==> src/rtl/sbsram_pkg.sv <==
package sbsram_pkg;

  localparam int BURST_W = 2;

  typedef enum logic [2:0] {
    OP_IDLE,
    OP_DESEL,
    OP_BEGIN_RD,
    OP_BEGIN_WR,
    OP_NEXT,
    OP_HOLD
  } acc_op_e;

  // Low address bits of a burst beat from the start bits and the beat count.
  function automatic logic [BURST_W-1:0] burst_low(
    input logic [BURST_W-1:0] start,
    input logic [BURST_W-1:0] count,
    input logic               interleave
  );
    if (interleave) return start ^ count;
    return start + count;
  endfunction

  function automatic logic is_continue(input acc_op_e op);
    return (op == OP_NEXT) || (op == OP_HOLD);
  endfunction

endpackage

==> src/rtl/sbsram_cmd_dec.sv <==
module sbsram_cmd_dec
  import sbsram_pkg::*;
#(
  parameter int LANES = 2
) (
  input  logic             sel0_n,
  input  logic             sel1,
  input  logic             sel2_n,
  input  logic             cpu_strb_n,
  input  logic             ctl_strb_n,
  input  logic             adv_n,
  input  logic             wr_all_n,
  input  logic             wr_lane_n,
  input  logic [LANES-1:0] lane_wr_n,
  input  logic             sleep,
  input  logic             burst_act,
  output acc_op_e          op,
  output logic [LANES-1:0] lane_we,
  output logic             do_read,
  output logic             do_write
);

  logic             selected;
  logic             cpu_takes;
  logic [LANES-1:0] lane_req;
  logic             any_req;

  assign selected  = !sel0_n && sel1 && !sel2_n;
  assign cpu_takes = !cpu_strb_n && !sel0_n;

  always_comb begin
    if (!wr_all_n)       lane_req = '1;
    else if (!wr_lane_n) lane_req = ~lane_wr_n;
    else                 lane_req = '0;
  end
  assign any_req = |lane_req;

  always_comb begin
    op = OP_IDLE;
    if (sleep)              op = OP_IDLE;
    else if (cpu_takes)     op = selected ? OP_BEGIN_RD : OP_DESEL;
    else if (!ctl_strb_n)   op = !selected ? OP_DESEL :
                                 (any_req ? OP_BEGIN_WR : OP_BEGIN_RD);
    else if (burst_act)     op = adv_n ? OP_HOLD : OP_NEXT;
  end

  assign do_write = (op == OP_BEGIN_WR) || (is_continue(op) && any_req);
  assign do_read  = (op == OP_BEGIN_RD) || (is_continue(op) && !any_req);
  assign lane_we  = do_write ? lane_req : '0;

endmodule

==> src/rtl/sbsram_burst.sv <==
module sbsram_burst
  import sbsram_pkg::*;
#(
  parameter int AW = 6
) (
  input  logic          clk,
  input  logic          rst_n,
  input  acc_op_e       op,
  input  logic [AW-1:0] addr,
  input  logic          ilv_order,
  output logic [AW-1:0] acc_addr,
  output logic          burst_act
);

  localparam int HI_W = AW - BURST_W;

  logic [HI_W-1:0]    hi_q;
  logic [BURST_W-1:0] start_q;
  logic [BURST_W-1:0] cnt_q;
  logic [BURST_W-1:0] cnt_eff;
  logic               act_q;

  always_ff @(posedge clk or negedge rst_n) begin
    if (!rst_n) begin
      hi_q    <= '0;
      start_q <= '0;
      cnt_q   <= '0;
      act_q   <= 1'b0;
    end else begin
      unique case (op)
        OP_BEGIN_RD, OP_BEGIN_WR: begin
          hi_q    <= addr[AW-1:BURST_W];
          start_q <= addr[BURST_W-1:0];
          cnt_q   <= '0;
          act_q   <= 1'b1;
        end
        OP_NEXT:  cnt_q <= cnt_eff;
        OP_DESEL: act_q <= 1'b0;
        default: ;
      endcase
    end
  end

  assign cnt_eff = (op == OP_NEXT) ? cnt_q + 1'b1 : cnt_q;

  always_comb begin
    if (op == OP_BEGIN_RD || op == OP_BEGIN_WR) acc_addr = addr;
    else acc_addr = {hi_q, burst_low(start_q, cnt_eff, ilv_order)};
  end

  assign burst_act = act_q;

endmodule

==> src/rtl/sbsram_array.sv <==
module sbsram_array #(
  parameter int AW     = 6,
  parameter int LANES  = 2,
  parameter int LANE_W = 9
) (
  input  logic                    clk,
  input  logic [AW-1:0]           acc_addr,
  input  logic [LANES-1:0]        lane_we,
  input  logic [LANES*LANE_W-1:0] wdata,
  input  logic                    rd_en,
  output logic [LANES*LANE_W-1:0] rd_q
);

  localparam int DEPTH = 1 << AW;

  for (genvar l = 0; l < LANES; l++) begin : g_lane
    logic [LANE_W-1:0] mem [DEPTH];
    logic [LANE_W-1:0] q_l;

    always_ff @(posedge clk) begin
      if (lane_we[l]) mem[acc_addr] <= wdata[l*LANE_W +: LANE_W];
      if (rd_en)      q_l <= mem[acc_addr];
    end

    assign rd_q[l*LANE_W +: LANE_W] = q_l;
  end

endmodule

==> src/rtl/sbsram_core.sv <==
module sbsram_core
  import sbsram_pkg::*;
#(
  parameter int AW     = 6,
  parameter int LANES  = 2,
  parameter int LANE_W = 9
) (
  input  logic                    clk,
  input  logic                    rst_n,
  input  logic                    sel0_n,
  input  logic                    sel1,
  input  logic                    sel2_n,
  input  logic                    cpu_strb_n,
  input  logic                    ctl_strb_n,
  input  logic                    adv_n,
  input  logic [AW-1:0]           addr,
  input  logic                    ilv_order,
  input  logic                    pipe_mode,
  input  logic                    wr_all_n,
  input  logic                    wr_lane_n,
  input  logic [LANES-1:0]        lane_wr_n,
  input  logic                    oe_n,
  input  logic                    sleep,
  input  logic [LANES*LANE_W-1:0] wdata,
  output logic [LANES*LANE_W-1:0] rdata,
  output logic                    rdata_oe
);

  localparam int DW = LANES * LANE_W;

  acc_op_e          op;
  logic [LANES-1:0] lane_we;
  logic             ev_read;
  logic             ev_write;
  logic             burst_act;
  logic [AW-1:0]    acc_addr;
  logic [DW-1:0]    flow_q;
  logic [DW-1:0]    pipe_q;
  logic             vld_flow;
  logic             vld_pipe;
  logic             vld_sel;
  logic [DW-1:0]    data_sel;

  sbsram_cmd_dec #(.LANES(LANES)) dec_i (
    .sel0_n     (sel0_n),
    .sel1       (sel1),
    .sel2_n     (sel2_n),
    .cpu_strb_n (cpu_strb_n),
    .ctl_strb_n (ctl_strb_n),
    .adv_n      (adv_n),
    .wr_all_n   (wr_all_n),
    .wr_lane_n  (wr_lane_n),
    .lane_wr_n  (lane_wr_n),
    .sleep      (sleep),
    .burst_act  (burst_act),
    .op         (op),
    .lane_we    (lane_we),
    .do_read    (ev_read),
    .do_write   (ev_write)
  );

  sbsram_burst #(.AW(AW)) burst_i (
    .clk       (clk),
    .rst_n     (rst_n),
    .op        (op),
    .addr      (addr),
    .ilv_order (ilv_order),
    .acc_addr  (acc_addr),
    .burst_act (burst_act)
  );

  sbsram_array #(.AW(AW), .LANES(LANES), .LANE_W(LANE_W)) array_i (
    .clk      (clk),
    .acc_addr (acc_addr),
    .lane_we  (lane_we),
    .wdata    (wdata),
    .rd_en    (ev_read),
    .rd_q     (flow_q)
  );

  always_ff @(posedge clk or negedge rst_n) begin
    if (!rst_n) begin
      vld_flow <= 1'b0;
      vld_pipe <= 1'b0;
    end else begin
      vld_flow <= ev_read;
      vld_pipe <= vld_flow;
    end
  end

  always_ff @(posedge clk) pipe_q <= flow_q;

  assign vld_sel  = pipe_mode ? vld_pipe : vld_flow;
  assign data_sel = pipe_mode ? pipe_q : flow_q;
  assign rdata_oe = vld_sel && !oe_n && !sleep;
  assign rdata    = rdata_oe ? data_sel : '0;

endmodule

==> config.mk <==
export PLATFORM = sky130hd
export DESIGN_NAME = sbsram_core
export DESIGN_NICKNAME = d
export VERILOG_FILES = /design/src/rtl/sbsram_pkg.sv /design/src/rtl/sbsram_cmd_dec.sv /design/src/rtl/sbsram_burst.sv /design/src/rtl/sbsram_array.sv /design/src/rtl/sbsram_core.sv
export SDC_FILE = /design/constraint.sdc
export NUM_CORES = 1
export LEC_CHECK = 0
export ABC_CLOCK_PERIOD_IN_PS = 4950
export BUFFER_PORTS_ARGS = -buffer_cell sky130_fd_sc_hd__buf_2
export CAP_MARGIN = 15
export CORE_UTILIZATION = 63
export CTS_CLUSTER_DIAMETER = 30
export DETAILED_ROUTE_END_ITERATION = 8
export PLACE_DENSITY = 0.8
export SETUP_SLACK_MARGIN = 0.2
export SLEW_MARGIN = 20
export SYNTH_ARGS = -nofsm -noshare
export SYNTH_HDL_FRONTEND = slang
export SYNTH_HIERARCHICAL = 1
export SYNTH_SLANG_ARGS = --single-unit
==> constraint.sdc <==
create_clock -name clk -period 4.95 [get_ports clk]
set_input_delay 0.99 -clock clk [delete_from_list [all_inputs] [get_ports clk]]
set_output_delay 0.99 -clock clk [all_outputs]
set_load 0.02 [all_outputs]
==> impl_metrics.yaml, run 1 <==
outcome:
  status: "stopped before the end"
  haltStage: "global routing (5_1_grt)"
  error_line: "[ERROR GRT-0232] Routing congestion too high. Check the congestion heatmap in the GUI."
die:
  dieWidth_um: 274
  die-height_um: 274
  rows: 99
  initial_utilization_pct: 63.7
  io_pins: 59
global_route:
  grt_overflow_total: 3
  antenna_found_initial: 21
  grt_max_degree: 65
  grt_use_total_pct: 78.2
place:
  place.gp.congestion: 1.01
  port_buffers: 58
  place_hpwl_um: 93000
  dpl_cell_area_um2: 53100
  pre_cts_ws_ns: -1.04
cts:
  cts_buffer_depth: 3
  cts_sinks: 1199
  h-tree-depth: 4
  hold_buffers: 0
  clock-root-buffer: "clkbuf_16"
  cts_made_buffers: 174
logic_synthesis:
  post_synth.cell_area_avg_um2: 16.9
  syn_area_um2: 46500
  yosysWarnings: 6
  syn-num-nets: 2797
  synth_cells: 2756
timing:
  grt-worst-endpoint: "array_i/g_lane[0].q_l[0]$_DFFE_PP_/D"
  worst-ep-kind: "register input"
## per-layer routing
layer	GRT overflow	track usage, %
met1	0	76.3
met2	1	87.8
met3	0	74.7
met4	2	72.2
met5	0	58.0
## stage by stage
step                      TNS (ns)  cells
after floorplan            -195.96   2756
after global placement     -333.06   4103
after detailed placement   -389.90   4103
after CTS                   -0.221   4499
## timing repair
item / in CTS
resized for setup: 255
gates cloned: 6
setup endpoints to repair: 309
setup buffers: 71
pin swaps: 98
==> inputs of run 2 (changes only) <==
CORE_UTILIZATION = 40   (was 63)
CTS_CLUSTER_DIAMETER = unset   (was 30)
PLACE_DENSITY = unset   (was 0.8)
PLACE_DENSITY_LB_ADDON = 0.15   (was unset)
SETUP_SLACK_MARGIN = unset   (was 0.2)
==> run 2 against run 1 <==
  * The flow now finishes, with violations (setup timing)
  * Synthesized cell count unchanged
  * Area after synthesis unchanged
==> impl_metrics.yaml, run 2 <==
timing:
  clock_skew_ns: 0.0211
  drv_slew: 0
  tightest_slew_ns: 1.04
  fin_ws_ns: -0.361
  min_period_over_period_pct: 107
  slew_headroom_pct: 30.7
  fin_crit_ns: 5.31
  tns_ns: -2.38
  hold_ws_ns: 0.145
  final-setup-viol-count: 13
  hold_viol: 0
  rsz0062_at_grt: "true"
  max_freq_ghz: 0.188
detailed_routing:
  wirelength_um: 156000
  antenna_left: 0
  firstDrtPassIters: 5
  dr.first_iter.drc_count: 3561
  num_vias: 29800
  avgViaCountPerCell: 6.01
  drc: 0
  post_drt_wl_per_cell_um: 31.6
logic_synthesis:
  synth_cells: 2756
  yosysWarnings: 6
  post_synth.cell_area_avg_um2: 16.9
  syn_area_um2: 46500
  syn-num-nets: 2797
critical_path:
  cp_data_arrival_time_ns: 5.77
  crit_path_end_kind: "register"
  start_kind: "primary input"
  cp_top_family: "simple AND/OR/NAND/NOR gates"
  timing_worst_setup_path_type: "primary input to register"
  crit_chain: "buf_6 > or4b_4 > or3b_1 > a22o_1 > nor2_2 > nand2_1 > xnor2_1 > ha_2 > and2b_2 > xnor2_2 > xnor2_1 > a22oi_2 > buf_12 > buf_12 > buf_8 > nor2b_4 > a221o_1 > a222oi_1 > o22ai_1 > or3_1"
  crit_buf_inv: 4
  crit_fanout: 5
  slowest_stage: "a222oi_1"
  required_ns: 5.41
  critPathMaxStageDelay_ns: 0.87
global_route:
  grt_max_degree: 65
  grt_pass1_vias: 28500
  grt_pass1_wl_um: 215000
  grt_use_total_pct: 25.9
  grt_overflow_total: 0
  antenna_found_initial: 6
pwr:
  p_per_area_nw_per_um2: 532
  irDropWorstVdd_uv: 376
  leakage_nw: 19.7
layout:
  nets: 3375
  layout_commonest_cell: "edfxtp_1"
  multi_input_area_um2: 11300
  area_delta_synth_final_pct: 29.0
  largest_reg_flops: 1152
  layout_common_cells: "1170 x edfxtp_1, 397 x buf_4, 160 x a22oi_1"
  seqCellArea_um2: 35800
  drive_gt1_share_pct: 35.0
  regMostFlops: "array_i/g_lane.mem"
  final_core_util_pct: 52.2
  layout.cells.non_filler: 4947
  largest_registers: "array_i/g_lane.mem x1152, array_i/g_lane.q_l x18, pipe_q x18"
  n_fill_cell: 9220
die:
  initial_utilization_pct: 40.5
  die_area_um2: 118000
  core_um2: 115000
  die-height_um: 343
  dieWidth_um: 343
  rows: 124
  io_pins: 59
outcome:
  status: "complete, but fails checks"
  violations: "setup timing"
place:
  place.gp.congestion: 0.916
  pre_cts_ws_ns: -1.26
  place_hpwl_um: 102000
  port_buffers: 58
  dpl.cell_count: 4652
cts:
  hold_buffers: 0
  clk_pin_slew_worst_paths_ns: 0.06
  clk_latency_ns: 0.72
  h-tree-depth: 3
  cts_sinks: 1199
  cts_buffer_depth: 3
  cts_tree: "done"
  clock-root-buffer: "clkbuf_16"
  cts_made_buffers: 118
flow_run:
  maxCapViolCount: 0
worst_hold_path:
  min_path_type: "primary input to asynchronous set/reset pin"
run 2: timing repair:
| item | CTS | global route |
|---|---|---|
| setup endpoints to repair | 88 | 430 |
| gates cloned | 3 | 12 |
| pin swaps | 28 | 87 |
| setup buffers | 21 | 45 |
| gates resized for setup | 77 | 210 |
run 2: final timing paths:
path                       slack, ns  cells past startpoint                      from                  endpoint
hold / removal                  0.14                      1                     rst_n                  vld_pipe
setup reg to reg                0.39                     19         burst_i/burst_act  array_i/g_lane[0].q_l[0]
setup / recovery               -0.36                     20                    sel0_n  array_i/g_lane[0].q_l[0]
max in group asynchronous       4.59                      1                     rst_n           burst_i/hi_q[0]
min in group clk                0.38                      0  array_i/g_lane[1].q_l[1]                pipe_q[10]
hold reg to reg                 0.38                      0  array_i/g_lane[1].q_l[1]                pipe_q[10]
run 2: through the flow:
step                      power [mW]  instance area, µm²
after global placement          21.2               54100
after CTS                       30.6               58500
after detailed placement        21.3               54100
after floorplan                 16.1               47200
final                           31.9               60000
after global routing            32.6               60000
run 2: power by group:
group	leakage [nW]	total [mW]	internal (mW)	switching, mW
registers	10.8	11.3	11.2	0.0342
clock network	1.89	9.04	5.14	3.90
logic	7.05	11.6	4.75	6.85
run 2: per-layer routing:
metal  vias up  track usage, %  part of all wire [%]
li1      12500               -                     -
met1     15500            38.4                    43
met2      1480            39.2                    45
met3       211            4.59                   9.1
met4         4            7.09                   2.5
met5         -               0                 0.011
run 2: cell type report:
cell class | count | share of cell area, %
diodes | 2 | 0.00835
well taps | 1512 | 3.15
clock buffers | 134 | 5.17
clock inverters | 85 | 1.26
flip-flops and latches | 1199 | 59.6
repair buffers | 662 | 11.9
multi-input cells | 1348 | 18.8
inverters | 5 | 0.0522
run 2: worst reg2reg max path: stages (launching register included):
cell and delay [ns]:
dfrtp_1 0.39, nand2_1 0.06, a21oi_1 0.06, a22o_1 0.25
nor2_2 0.11, nand2_1 0.07, xnor2_1 0.13, ha_2 0.16
and2b_2 0.21, xnor2_2 0.15, xnor2_1 0.20, a22oi_2 0.10
buf_12 0.16, buf_12 0.15, buf_8 0.12, nor2b_4 0.14
a221o_1 0.39, a222oi_1 0.87, o22ai_1 0.19, or3_1 0.40
Power figures use the tool's default switching activity.
==> inputs of run 3 (changes only) <==
CELL_PAD_IN_SITES_DETAIL_PLACEMENT = 0   (was unset)
CELL_PAD_IN_SITES_GLOBAL_PLACEMENT = 1   (was unset)
PLACE_DENSITY_LB_ADDON = 0.1   (was 0.15)
==> run 3 against run 2 <==
  * The flow still finishes with violations (setup timing)
  * Global-route usage up 2.1 points
  * Clock skew is 0.0063 ns higher
  * Setup slack improved by 0.038 ns
  * Design area grew 1.4%
  * Routed wire length increased by 5.8%
  * Clock power rose by 13%
  * Via count rose by 1.6%
  * Critical path depth increased by 2
  * Maximum frequency grew 0.72%
  * Critical path type unchanged
  * Highest routed layer is now met4
==> impl_metrics.yaml, run 3 (synthesized netlist as in run 2, its figures left out) <==
critical_path:
  r2r_slack_ns: 0.29
  cp_data_arrival_time_ns: 5.72
  reg2reg_depth: 36
  crit_path_start: "sel2_n"
  crit_fanout: 8
  crit_path_end_kind: "register"
  timing_worst_setup_path_type: "primary input to register"
  cp-endpoint: "array_i/g_lane[1].q_l[8]"
  required_ns: 5.40
  regToRegEndpoint: "burst_i/cnt_q[0]"
  rr_startpoint: "burst_i/burst_act"
  start_kind: "primary input"
place:
  port_buffers: 58
  dpl_cell_area_um2: 54700
  place_hpwl_um: 110000
  dpl.cell_count: 4711
  place.gp.congestion: 0.914
pwr:
  irDropWorstVdd_uv: 456
  finalPower_mw: 33.1
  p_per_area_nw_per_um2: 545
  leakage_nw: 20.3
layout:
  layout_common_cells: "1170 x edfxtp_1, 453 x buf_4, 168 x a22oi_1"
  drive_gt1_share_pct: 35.6
  area_delta_synth_final_pct: 30.8
  nets: 3448
  regMostFlops: "array_i/g_lane.mem"
  largest_reg_flops: 1152
  layout.cells.non_filler: 5027
  layout_commonest_cell: "edfxtp_1"
  final_area_um2: 60800
  largest_registers: "array_i/g_lane.mem x1152, array_i/g_lane.q_l x18, pipe_q x18"
  final_core_util_pct: 53.0
  diodes: 0
die:
  rows: 124
  initial_utilization_pct: 40.5
  die_area_um2: 118000
  io_pins: 59
  die-height_um: 343
  core_um2: 115000
  dieWidth_um: 343
timing:
  tightest_slew_ns: 1.08
  min_period_over_period_pct: 107
  final-setup-viol-count: 17
  slew_headroom_pct: 27.8
  rsz0062_at_grt: "true"
  hold_viol: 0
  clock_skew_ns: 0.0274
  fin_ws_ns: -0.323
  fin_crit_ns: 5.27
  drv_slew: 0
  max_freq_ghz: 0.190
detailed_routing:
  post_drt_wl_per_cell_um: 32.9
  wirelength_um: 165000
  drc: 0
  avgViaCountPerCell: 6.02
  dr.first_iter.drc_count: 3887
  firstDrtPassIters: 8
  antenna_left: 0
  num_vias: 30200
cts:
  clk_latency_ns: 0.76
  h-tree-depth: 4
  cts_buffer_depth: 3
  cts_made_buffers: 133
  cts_sinks: 1199
  hold_buffers: 0
  clk_pin_slew_worst_paths_ns: 0.06
  clock-root-buffer: "clkbuf_16"
  cts_tree: "done"
global_route:
  grt_pass1_vias: 29500
  grt_overflow_total: 0
  grt_use_total_pct: 28.0
  grt_pass1_wl_um: 229000
  antenna_found_initial: 3
  grt_max_degree: 65
flow_run:
  maxCapViolCount: 0
worst_hold_path:
  min_path_type: "primary input to asynchronous set/reset pin"
outcome:
  violations: "setup timing"
  status: "complete, but fails checks"
[run 3: worst min-delay path by stage]
stage	start	end	slack (ns)	cells past startpoint
floorplan	array_i/g_lane[0].q_l[0]	pipe_q[0]	0.35	0
global placement	array_i/g_lane[0].q_l[5]	pipe_q[5]	0.36	0
detailed placement	array_i/g_lane[1].q_l[8]	pipe_q[17]	0.36	0
CTS	rst_n	burst_i/hi_q[0]	0.11	1
global route	rst_n	burst_i/hi_q[2]	0.13	1
finish	rst_n	burst_i/hi_q[0]	0.13	1
[run 3: where the power goes]
group,total [mW],switching (mW),internal (mW),leakage (nW)
sequential,11.3,0.0379,11.2,10.8
combinational,11.7,6.86,4.81,7.31
clock,10.2,4.16,6.04,2.18
[run 3: metrics by stage]
step / setup WS, ns / hold slack (ns) / setup TNS, ns
3_3_place_gp: -1.51 / 0.355 / -772.65
3_5_place_dp: -1.45 / 0.362 / -722.04
5_1_grt: -0.375 / 0.127 / -10.63
6_report: -0.323 / 0.131 / -3.17
4_1_cts: -0.200 / 0.105 / -1.50
2_1_floorplan: -0.248 / 0.347 / -107.29
[run 3: final cells by class]
class                           count  area (µm²)
Inverter                            5        20.0
Fill cell                        9250       54000
Multi-Input combinational cell   1347       11000
Timing Repair Buffer              721        7650
Clock inverter                     74         840
Clock buffer                      169        3620
Tap cell                         1512        1890
Sequential cell                  1199       35800
[run 3: critical path, stage by stage]
cell and delay [ns]:
buf_6 0.10, or4b_4 0.54, or3b_1 0.36, a22o_1 0.24
nor2_2 0.14, nand2_1 0.08, xnor2_1 0.14, ha_2 0.18
and2b_1 0.18, xnor2_2 0.14, xnor2_1 0.15, a22oi_2 0.34
buf_12 0.23, buf_16 0.16, buf_4 0.12, buf_12 0.11
mux2_2 0.34, a22oi_2 0.13, a21oi_1 0.09, a311o_1 0.36
a22oi_2 0.32, o2111ai_4 0.24
[run 3: routing by layer]
metal  global-route usage, %  share of wire [%]  wire (µm)  up-vias
met3                    5.92                9.0      14800      262
met4                    7.71                2.7       4410        0
met5                       0                  0          0        -
met2                    42.5                 45      74700     1505
li1                        -                  -          -    12700
met1                    40.7                 43      71200    15800
[run 3: timing repair]
action | in CTS | in global routing
setup endpoints to repair | 27 | 252
gates resized for setup | 112 | 102
gates cloned | 2 | 4
setup buffers | 57 | 12
pin swaps | 38 | 7
